`config.mk`:
```
export PLATFORM = sky130hd
export DESIGN_NAME = issue_pipe_set
export DESIGN_NICKNAME = d
export VERILOG_FILES = /design/src/rtl/ipipe_pkg.sv /design/src/rtl/ipipe_chain.sv /design/src/rtl/ipipe_retire.sv /design/src/rtl/issue_pipe_set.sv
export SDC_FILE = /design/constraint.sdc
export NUM_CORES = 1
export LEC_CHECK = 0
export ABC_AREA = 0
export CAP_MARGIN = 20
export CELL_PAD_IN_SITES_DETAIL_PLACEMENT = 0
export CELL_PAD_IN_SITES_GLOBAL_PLACEMENT = 2
export CORE_MARGIN = 4
export CORE_UTILIZATION = 43
export DETAILED_ROUTE_END_ITERATION = 8
export DONT_BUFFER_PORTS = 1
export PLACE_DENSITY_LB_ADDON = 0.15
export SYNTH_ARGS = -nofsm -noshare
export SYNTH_HDL_FRONTEND = slang
export SYNTH_SLANG_ARGS = --single-unit
```
`constraint.sdc`:
```
create_clock -name clk -period 4.9 [get_ports clk]
set_input_delay 0.98 -clock clk [delete_from_list [all_inputs] [get_ports clk]]
set_output_delay 0.98 -clock clk [all_outputs]
set_load 0.02 [all_outputs]
```
`src/rtl/ipipe_pkg.sv`:
```
package ipipe_pkg;

    localparam int NPIPE    = 4;
    localparam int PIPE_ADD = 0;
    localparam int PIPE_MUL = 1;
    localparam int PIPE_GFX = 2;
    localparam int PIPE_LD  = 3;

    typedef enum logic [1:0] {
        PREC_SS = 2'b00,
        PREC_SD = 2'b01,
        PREC_DS = 2'b10,
        PREC_DD = 2'b11
    } prec_e;

    function automatic logic src_is_double(input logic [1:0] code);
        return (code == PREC_DS) || (code == PREC_DD);
    endfunction

endpackage

```
`src/rtl/ipipe_chain.sv`:
```
module ipipe_chain #(
    parameter int DW        = 16,
    parameter int TW        = 4,
    parameter int DEPTH     = 3,
    parameter bit SHORTABLE = 1'b0
) (
    input  logic          clk,
    input  logic          rst_n,
    input  logic          issue_i,
    input  logic [DW-1:0] opa_i,
    input  logic [DW-1:0] opb_i,
    input  logic [TW-1:0] tag_i,
    input  logic          short_i,
    output logic          out_vld_o,
    output logic [DW-1:0] out_val_o,
    output logic [TW-1:0] out_tag_o
);

    typedef struct packed {
        logic          vld;
        logic [DW-1:0] val;
        logic [TW-1:0] tag;
    } stage_t;

    localparam int EFF_MIN = (SHORTABLE && DEPTH > 1) ? DEPTH - 1 : DEPTH;

    stage_t st_q [DEPTH];
    stage_t st_d [DEPTH];
    stage_t leave;
    logic   short_eff;

    assign short_eff = SHORTABLE && short_i && (EFF_MIN < DEPTH);

    // Slot that leaves the pipeline at this issue.
    always_comb begin
        leave = '0;
        for (int i = 0; i < DEPTH; i++) begin
            if (short_eff ? (i == DEPTH - 2) : (i == DEPTH - 1)) begin
                leave = st_q[i];
            end
        end
    end

    always_comb begin
        for (int i = 0; i < DEPTH; i++) begin
            st_d[i] = st_q[i];
        end
        if (issue_i) begin
            st_d[0].vld = 1'b1;
            st_d[0].val = opa_i + opb_i;
            st_d[0].tag = tag_i;
            for (int i = 1; i < DEPTH; i++) begin
                st_d[i] = st_q[i-1];
            end
            if (short_eff && DEPTH > 1) begin
                st_d[DEPTH-1] = '0;
            end
        end
    end

    always_ff @(posedge clk) begin
        for (int i = 0; i < DEPTH; i++) begin
            if (!rst_n) st_q[i] <= '0;
            else        st_q[i] <= st_d[i];
        end
    end

    assign out_vld_o = leave.vld;
    assign out_val_o = leave.val;
    assign out_tag_o = leave.tag;

    AST_FIRST_STAGE_FILLS: assert property (@(posedge clk) disable iff (!rst_n)
        issue_i |=> st_q[0].vld && st_q[0].tag == $past(tag_i));

    generate
        if (DEPTH > 1) begin : g_shift_chk
            AST_STAGE_SHIFT: assert property (@(posedge clk) disable iff (!rst_n)
                (issue_i && !short_eff) |=> st_q[1] == $past(st_q[0]));
        end
        if (SHORTABLE && DEPTH > 1) begin : g_short_chk
            AST_SHORT_TAIL_EMPTY: assert property (@(posedge clk) disable iff (!rst_n)
                (issue_i && short_eff) |=> !st_q[DEPTH-1].vld);
        end
    endgenerate

endmodule

```
`src/rtl/ipipe_retire.sv`:
```
module ipipe_retire #(
    parameter int DW = 16,
    parameter int TW = 4
) (
    input  logic          clk,
    input  logic          rst_n,
    input  logic          issue_i,
    input  logic          leave_vld_i,
    input  logic [DW-1:0] leave_val_i,
    input  logic [TW-1:0] leave_tag_i,
    output logic [DW-1:0] res_o,
    output logic          wr_en_o,
    output logic [TW-1:0] stat_o,
    output logic          stat_upd_o
);

    typedef struct packed {
        logic [DW-1:0] res;
        logic [TW-1:0] stat;
        logic          we;
        logic          upd;
    } ret_t;

    ret_t r_d, r_q;

    always_comb begin
        r_d     = r_q;
        r_d.we  = 1'b0;
        r_d.upd = 1'b0;
        if (issue_i) begin
            r_d.upd  = 1'b1;
            r_d.we   = leave_vld_i;
            r_d.res  = leave_vld_i ? leave_val_i : '0;
            r_d.stat = leave_vld_i ? leave_tag_i : '0;
        end
    end

    always_ff @(posedge clk) begin
        if (!rst_n) r_q <= '0;
        else        r_q <= r_d;
    end

    assign res_o      = r_q.res;
    assign stat_o     = r_q.stat;
    assign wr_en_o    = r_q.we;
    assign stat_upd_o = r_q.upd;

    AST_WE_FOLLOWS_ISSUE: assert property (@(posedge clk) disable iff (!rst_n)
        wr_en_o |-> $past(issue_i));
    AST_UPD_PULSE: assert property (@(posedge clk) disable iff (!rst_n)
        issue_i |=> stat_upd_o);
    AST_IDLE_HOLDS: assert property (@(posedge clk) disable iff (!rst_n)
        !issue_i |=> $stable(res_o) && $stable(stat_o) && !wr_en_o);
    AST_EMPTY_ZERO: assert property (@(posedge clk) disable iff (!rst_n)
        (stat_upd_o && !wr_en_o) |-> (res_o == '0 && stat_o == '0));

endmodule

```
`src/rtl/issue_pipe_set.sv`:
```
module issue_pipe_set
    import ipipe_pkg::*;
#(
    parameter int DW        = 16,
    parameter int TW        = 4,
    parameter int ADD_DEPTH = 3,
    parameter int MUL_DEPTH = 3,
    parameter int GFX_DEPTH = 1,
    parameter int LD_DEPTH  = 3
) (
    input  logic                clk,
    input  logic                rst_n,
    input  logic [NPIPE-1:0]    issue_i,
    input  logic [NPIPE*DW-1:0] opa_i,
    input  logic [NPIPE*DW-1:0] opb_i,
    input  logic [NPIPE*TW-1:0] tag_i,
    input  logic [1:0]          mul_prec_i,
    output logic [NPIPE*DW-1:0] res_o,
    output logic [NPIPE-1:0]    wr_en_o,
    output logic [NPIPE*TW-1:0] stat_o,
    output logic [NPIPE-1:0]    stat_upd_o
);

    logic mul_short;
    assign mul_short = src_is_double(mul_prec_i);

    generate
        for (genvar k = 0; k < NPIPE; k++) begin : g_pipe
            localparam int DEP = (k == PIPE_ADD) ? ADD_DEPTH :
                                 (k == PIPE_MUL) ? MUL_DEPTH :
                                 (k == PIPE_GFX) ? GFX_DEPTH : LD_DEPTH;
            localparam bit SHR = (k == PIPE_MUL);

            logic          lv_vld;
            logic [DW-1:0] lv_val;
            logic [TW-1:0] lv_tag;
            logic          short_k;

            assign short_k = SHR ? mul_short : 1'b0;

            ipipe_chain #(
                .DW(DW), .TW(TW), .DEPTH(DEP), .SHORTABLE(SHR)
            ) u_chain (
                .clk       (clk),
                .rst_n     (rst_n),
                .issue_i   (issue_i[k]),
                .opa_i     (opa_i[k*DW +: DW]),
                .opb_i     (opb_i[k*DW +: DW]),
                .tag_i     (tag_i[k*TW +: TW]),
                .short_i   (short_k),
                .out_vld_o (lv_vld),
                .out_val_o (lv_val),
                .out_tag_o (lv_tag)
            );

            ipipe_retire #(
                .DW(DW), .TW(TW)
            ) u_ret (
                .clk         (clk),
                .rst_n       (rst_n),
                .issue_i     (issue_i[k]),
                .leave_vld_i (lv_vld),
                .leave_val_i (lv_val),
                .leave_tag_i (lv_tag),
                .res_o       (res_o[k*DW +: DW]),
                .wr_en_o     (wr_en_o[k]),
                .stat_o      (stat_o[k*TW +: TW]),
                .stat_upd_o  (stat_upd_o[k])
            );
        end
    endgenerate

    AST_STROBE_SEPARATION: assert property (@(posedge clk) disable iff (!rst_n)
        stat_upd_o == $past(issue_i));

endmodule

```
## After elaboration in Yosys (flattened, before gate mapping)

Memory sizes are Yosys's and may differ from the RTL's.
Index checks and enable logic that the tools add are counted.

| word-level totals | value |
|---|---|
| register bits after elaboration | 88 |
| RAM bits | 210 |
| input bits | 152 |
| output and inout bits | 88 |
| logic and storage cells | 74 |
| memories kept | 4 |

Memory list:

| memory | words | bits a word | read ports | clocked after Yosys merged registers in | write ports | line | text |
|---|---|---|---|---|---|---|---|
| g_pipe[0].u_chain.st_q | 3 | 21 | 3 | 0 | 3 | ipipe_chain.sv:27 | `stage_t st_q [DEPTH];` |
| g_pipe[1].u_chain.st_q | 3 | 21 | 3 | 0 | 3 | ipipe_chain.sv:27 |  |
| g_pipe[3].u_chain.st_q | 3 | 21 | 3 | 0 | 3 | ipipe_chain.sv:27 |  |
| g_pipe[2].u_chain.st_q | 1 | 21 | 1 | 0 | 1 | ipipe_chain.sv:27 |  |

| operators by class | value |
|---|---|
| add/sub/neg operators | 4 |
| eq/ne operators | 2 |
| multiplexer cells | 33 |
| bitwise gates (word level) | 9 |
| reductions and logical operators | 6 |

Operators with widths:

| cell | count |
|---|---|
| $mux 21 | 14 |
| $mux 63 | 3 |
| $add 16x16->16 | 4 |
| $mux 16 | 4 |
| $reduce_or 21->1 | 1 |
| $mux 4 | 4 |
| $or 1x1->1 | 9 |
| $mux 1 | 8 |
| $reduce_and 2->1 | 4 |
| $eq 2x2->1 const B | 2 |
| $logic_or 1x1->1 | 1 |

## Logic depth before layout (Yosys ltp)

| logic depth | value |
|---|---|
| word-level depth | 6 |
| gate-level depth with buffers | 8 |
| mapped depth without buffers | 8 |

## Hierarchy

From an unflattened synthesis, not the netlist that was laid out.

| second synthesis, totals | value |
|---|---|
| cells, all modules | 1536 |
| area total of the unflattened synthesis | 14174.8 um^2 |

By module, submodules not included:

| module | instances | cells each | area each (um^2) | seq. area each (um^2) |
|---|---|---|---|---|
| ipipe_retire | 4 | 94 | 863.3 | 440.4 |
| ipipe_chain at g_pipe[1].u_chain | 1 | 379 | 3283.1 | 1261.2 |
| ipipe_chain at g_pipe[3].u_chain | 1 | 307 | 2979.1 | 1261.2 |
| ipipe_chain at g_pipe[0].u_chain | 1 | 308 | 2966.6 | 1261.2 |
| ipipe_chain at g_pipe[2].u_chain | 1 | 164 | 1485.2 | 420.4 |
| issue_pipe_set | 1 | 2 | 7.5 | 0.0 |

## Worst setup path after synthesis

No wires, ideal clock.

| path | value |
|---|---|
| path kind | in2reg |
| start point | in opa_i[16] |
| end point | mem g_pipe[1].u_chain.st_q[0][16] (netlist name) |
| setup time | 0.062 ns |
| arrival time | 2.720 ns |
| required time | 4.838 ns |
| path slack | 2.118 ns |
| cell stages on the path | 8 |
| path buffers | 0 |
| cells stage by stage | ha_1 fa_1 a21o_1 a21oi_1 o21ai_1 a21oi_1 mux2_2 nand3_1 |

RTL lines:

| what | line | text |
|---|---|---|
| from (decl) | issue_pipe_set.sv:14 | `input logic [NPIPE*DW-1:0] opa_i,` |
| to (decl) | ipipe_chain.sv:27 |  |

==> metrics.yaml <==
status: "complete, no violations"
critical_path.top_delay_family: "compound AO/OA/AOI/OAI gates"
hpwlAfterDp_mm: 19.5
cp-start-kind: "input port"
die_area_um2: 32800
path_buf_inv: 0
leakage_uw: 0.00607
final_cell_mix: "298 x dfxtp_1, 182 x nor2_1, 165 x mux2i_1"
num-nets-final: 1487
r2r_cells: 3
ys_seq_area_frac: 0.462
avgSynthCellArea_um2: 9.89
holdBufCountCts: 0
rows: 63
drt-total-wl_mm: 28.0
die_y_um: 181
grt_pass1_vias: 8789
min_to: "g_pipe[3].u_chain.st_q[0][13]"
drv_slew: 0
worstHoldPathType: "register to register"
postSynthCellCount: 1305
path_cells: "ha_1, fa_1, a21o_1, a21oi_1, o21ai_1, a21oi_1, mux2_2, nand3_1"
synthArstFlopShare: 0
grt_antenna_before_repair: 0
htree_levels: 2
syn-num-nets: 1521
max_freq_ghz: 0.382
cts_resized: 0
cts_buffers: 34
synth_area_leaders: "dfxtp_1 46%, mux2i_1 13%, ha_1 5.8%"
fin_tns_setup_ns: 0
clk_path_buf_depth: 3
yosysUniqueCellTypes: 72
slowest_delay_ns: 0.47
synth_seq_cells: 298
setup.worst_path.class: "input port to register"
drc: 0
root_buffer: "clkbuf_16"
fp.coreArea_um2: 29600
antenna_cells: 0
hold_start: "g_pipe[3].u_chain.st_q[0][13]"
maxCapViolCount: 0
clkSinkCount: 298
cp-end-kind: "register"
report.final.setup_viol: 0
syn_area_um2: 12900
drt_iter0_drc: 376
max-vdd-ir-drop_uv: 192
ys.warnings.count: 0
start_util: 0.435
arrival_ns: 3.05
r2r-end: "g_pipe[1].u_ret.stat_o[1]"
ios: 240
track_usage: 0.167
finalCritPeriodShare: 0.534
wl_per_cell_um: 16.6
cts_tree: "built"
grt_first_pass_wirelength_mm: 46.5
synth_ff_type: "dfxtp_1"
worstHoldPathCells: 2
yosysTopAreaCellShare: 0.462
max_slew.worst_pin.slew_ns: 0.942
clock_skew_ns: 0.00763
grt_overflow: 0
cpMostUsedCell: "a21oi_1"
cts.clk_slew.worst_paths_ns: 0.06
cp-startpoint: "opa_i[16]"
p_total_uw: 5640
vias: 8943
slowest_stage: "fa_1"
min_period_ns: 2.62
drive_gt1_frac: 0.0664
first_pass_iters: 5
syn2layout_area_growth_pct: 10.3
clock_latency_ns: 0.49
r2r_slack_ns: 3.45
maxSlewHeadroom: 0.372
synth-edff-count: 0
worstPathRequired_ns: 5.33
post_cts_buffers: 0
vias_per_cell: 5.31
power.density_nw_per_um2: 396
grt_max_degree: 84
route.antenna.remaining_nets: 0
finalHoldViolations: 0
final_common_cell: "dfxtp_1"
die_w_um: 181
path_max_fanout: 4
r2r_start: "g_pipe[1].u_chain.st_q[1][20]"
grt_setup_unrepaired: "false"
yosys.area.top_type: "dfxtp_1"
port_buffers: 0
place_congestion: 0.786
## Yosys cell counts (all sizes together), types with 5 or more instances
library cell / count
a211oi: 9
a21o: 28
a21oi: 58
a22o: 80
a31oi: 7
and3: 9
buf: 35
clkbuf: 41
dfxtp: 298
ha: 60
inv: 19
mux2i: 165
nand2: 76
nand2b: 6
nand3: 16
nand3b: 5
nand4: 17
nor2: 185
nor3: 9
o211ai: 8
o21a: 7
o21ai: 59
o21bai: 10
xnor2: 22
xor2: 14
## logic make-up (layout without fill, tap and decap cells)
group,after synthesis,count (layout),share of synthesized area
AOI/OAI and AO/OA,299,299,0.167
xor gates and xnor gates,36,36,0.0244
adders and majority gates,64,64,0.0644
buffers and inverters,96,86,0.0329
DFF,298,298,0.462
muxes,168,168,0.131
and+or+nand+nor,344,344,0.118
## how the worst max path moves through the flow
stage,to,cells past startpoint
after floorplan,g_pipe[1].u_chain.st_q[0][16],8
after global placement,g_pipe[1].u_chain.st_q[0][16],8
after detailed placement,g_pipe[1].u_chain.st_q[0][16],8
after CTS,g_pipe[1].u_chain.st_q[0][16],8
after global routing,g_pipe[1].u_chain.st_q[0][16],8
final,g_pipe[1].u_chain.st_q[0][16],8
## where the power goes
group          total (uW)  leakage, uW  internal, uW  switching (uW)
combinational         592      0.00310           267             324
clock                2450     0.000544          1500             944
sequential           2600      0.00243          2530            66.8
total                5640      0.00607          4300            1330
## metal layers
metal | global-route usage | vias to the layer above | routed length (um)
met5 | 0 | - | 0
met1 | 0.233 | 4071 | 13500
met3 | 0.0439 | 40 | 1660
met4 | 0.0462 | 0 | 590
met2 | 0.256 | 202 | 12200
li1 | - | 4630 | -
## worst min-delay path: stages (launching register included)
cell and delay, ns:
dfxtp_1 0.31, nand2_1 0.05, o31ai_1 0.05
## cell type report
type	count	area, um2
Fill cell	2850	15400
Multi-Input combinational cell	911	6520
Sequential cell	298	5970
Clock buffer	52	1030
Tap cell	390	488
Inverter	20	80.1
Clock inverter	8	78.8
Timing Repair Buffer	6	65.1
## state kept, by name (all words and copies together) (netlist names)
| name | flops |
|---|---|
| g_pipe.u_chain.st_q | 210 |
| g_pipe.u_ret.res_o | 64 |
| g_pipe.u_ret.stat_o | 16 |
| g_pipe.u_ret.stat_upd_o | 4 |
| g_pipe.u_ret.wr_en_o | 4 |
## per-stage QoR
step / std cells / utilization / hold slack (ns) / setup slack [ns] / cell area [um2]
floorplan: 1305 / - / 0.425 / 2.12 / 12900
global placement: 1624 / 0.442 / 0.438 / 1.79 / 13100
detailed placement: 1625 / 0.443 / 0.444 / 1.79 / 13100
CTS: 1685 / 0.480 / 0.455 / 2.31 / 14200
global route: 1685 / 0.480 / 0.476 / 2.18 / 14200
finish: 1685 / 0.480 / 0.451 / 2.28 / 14200
Power figures use the tool's default switching activity.
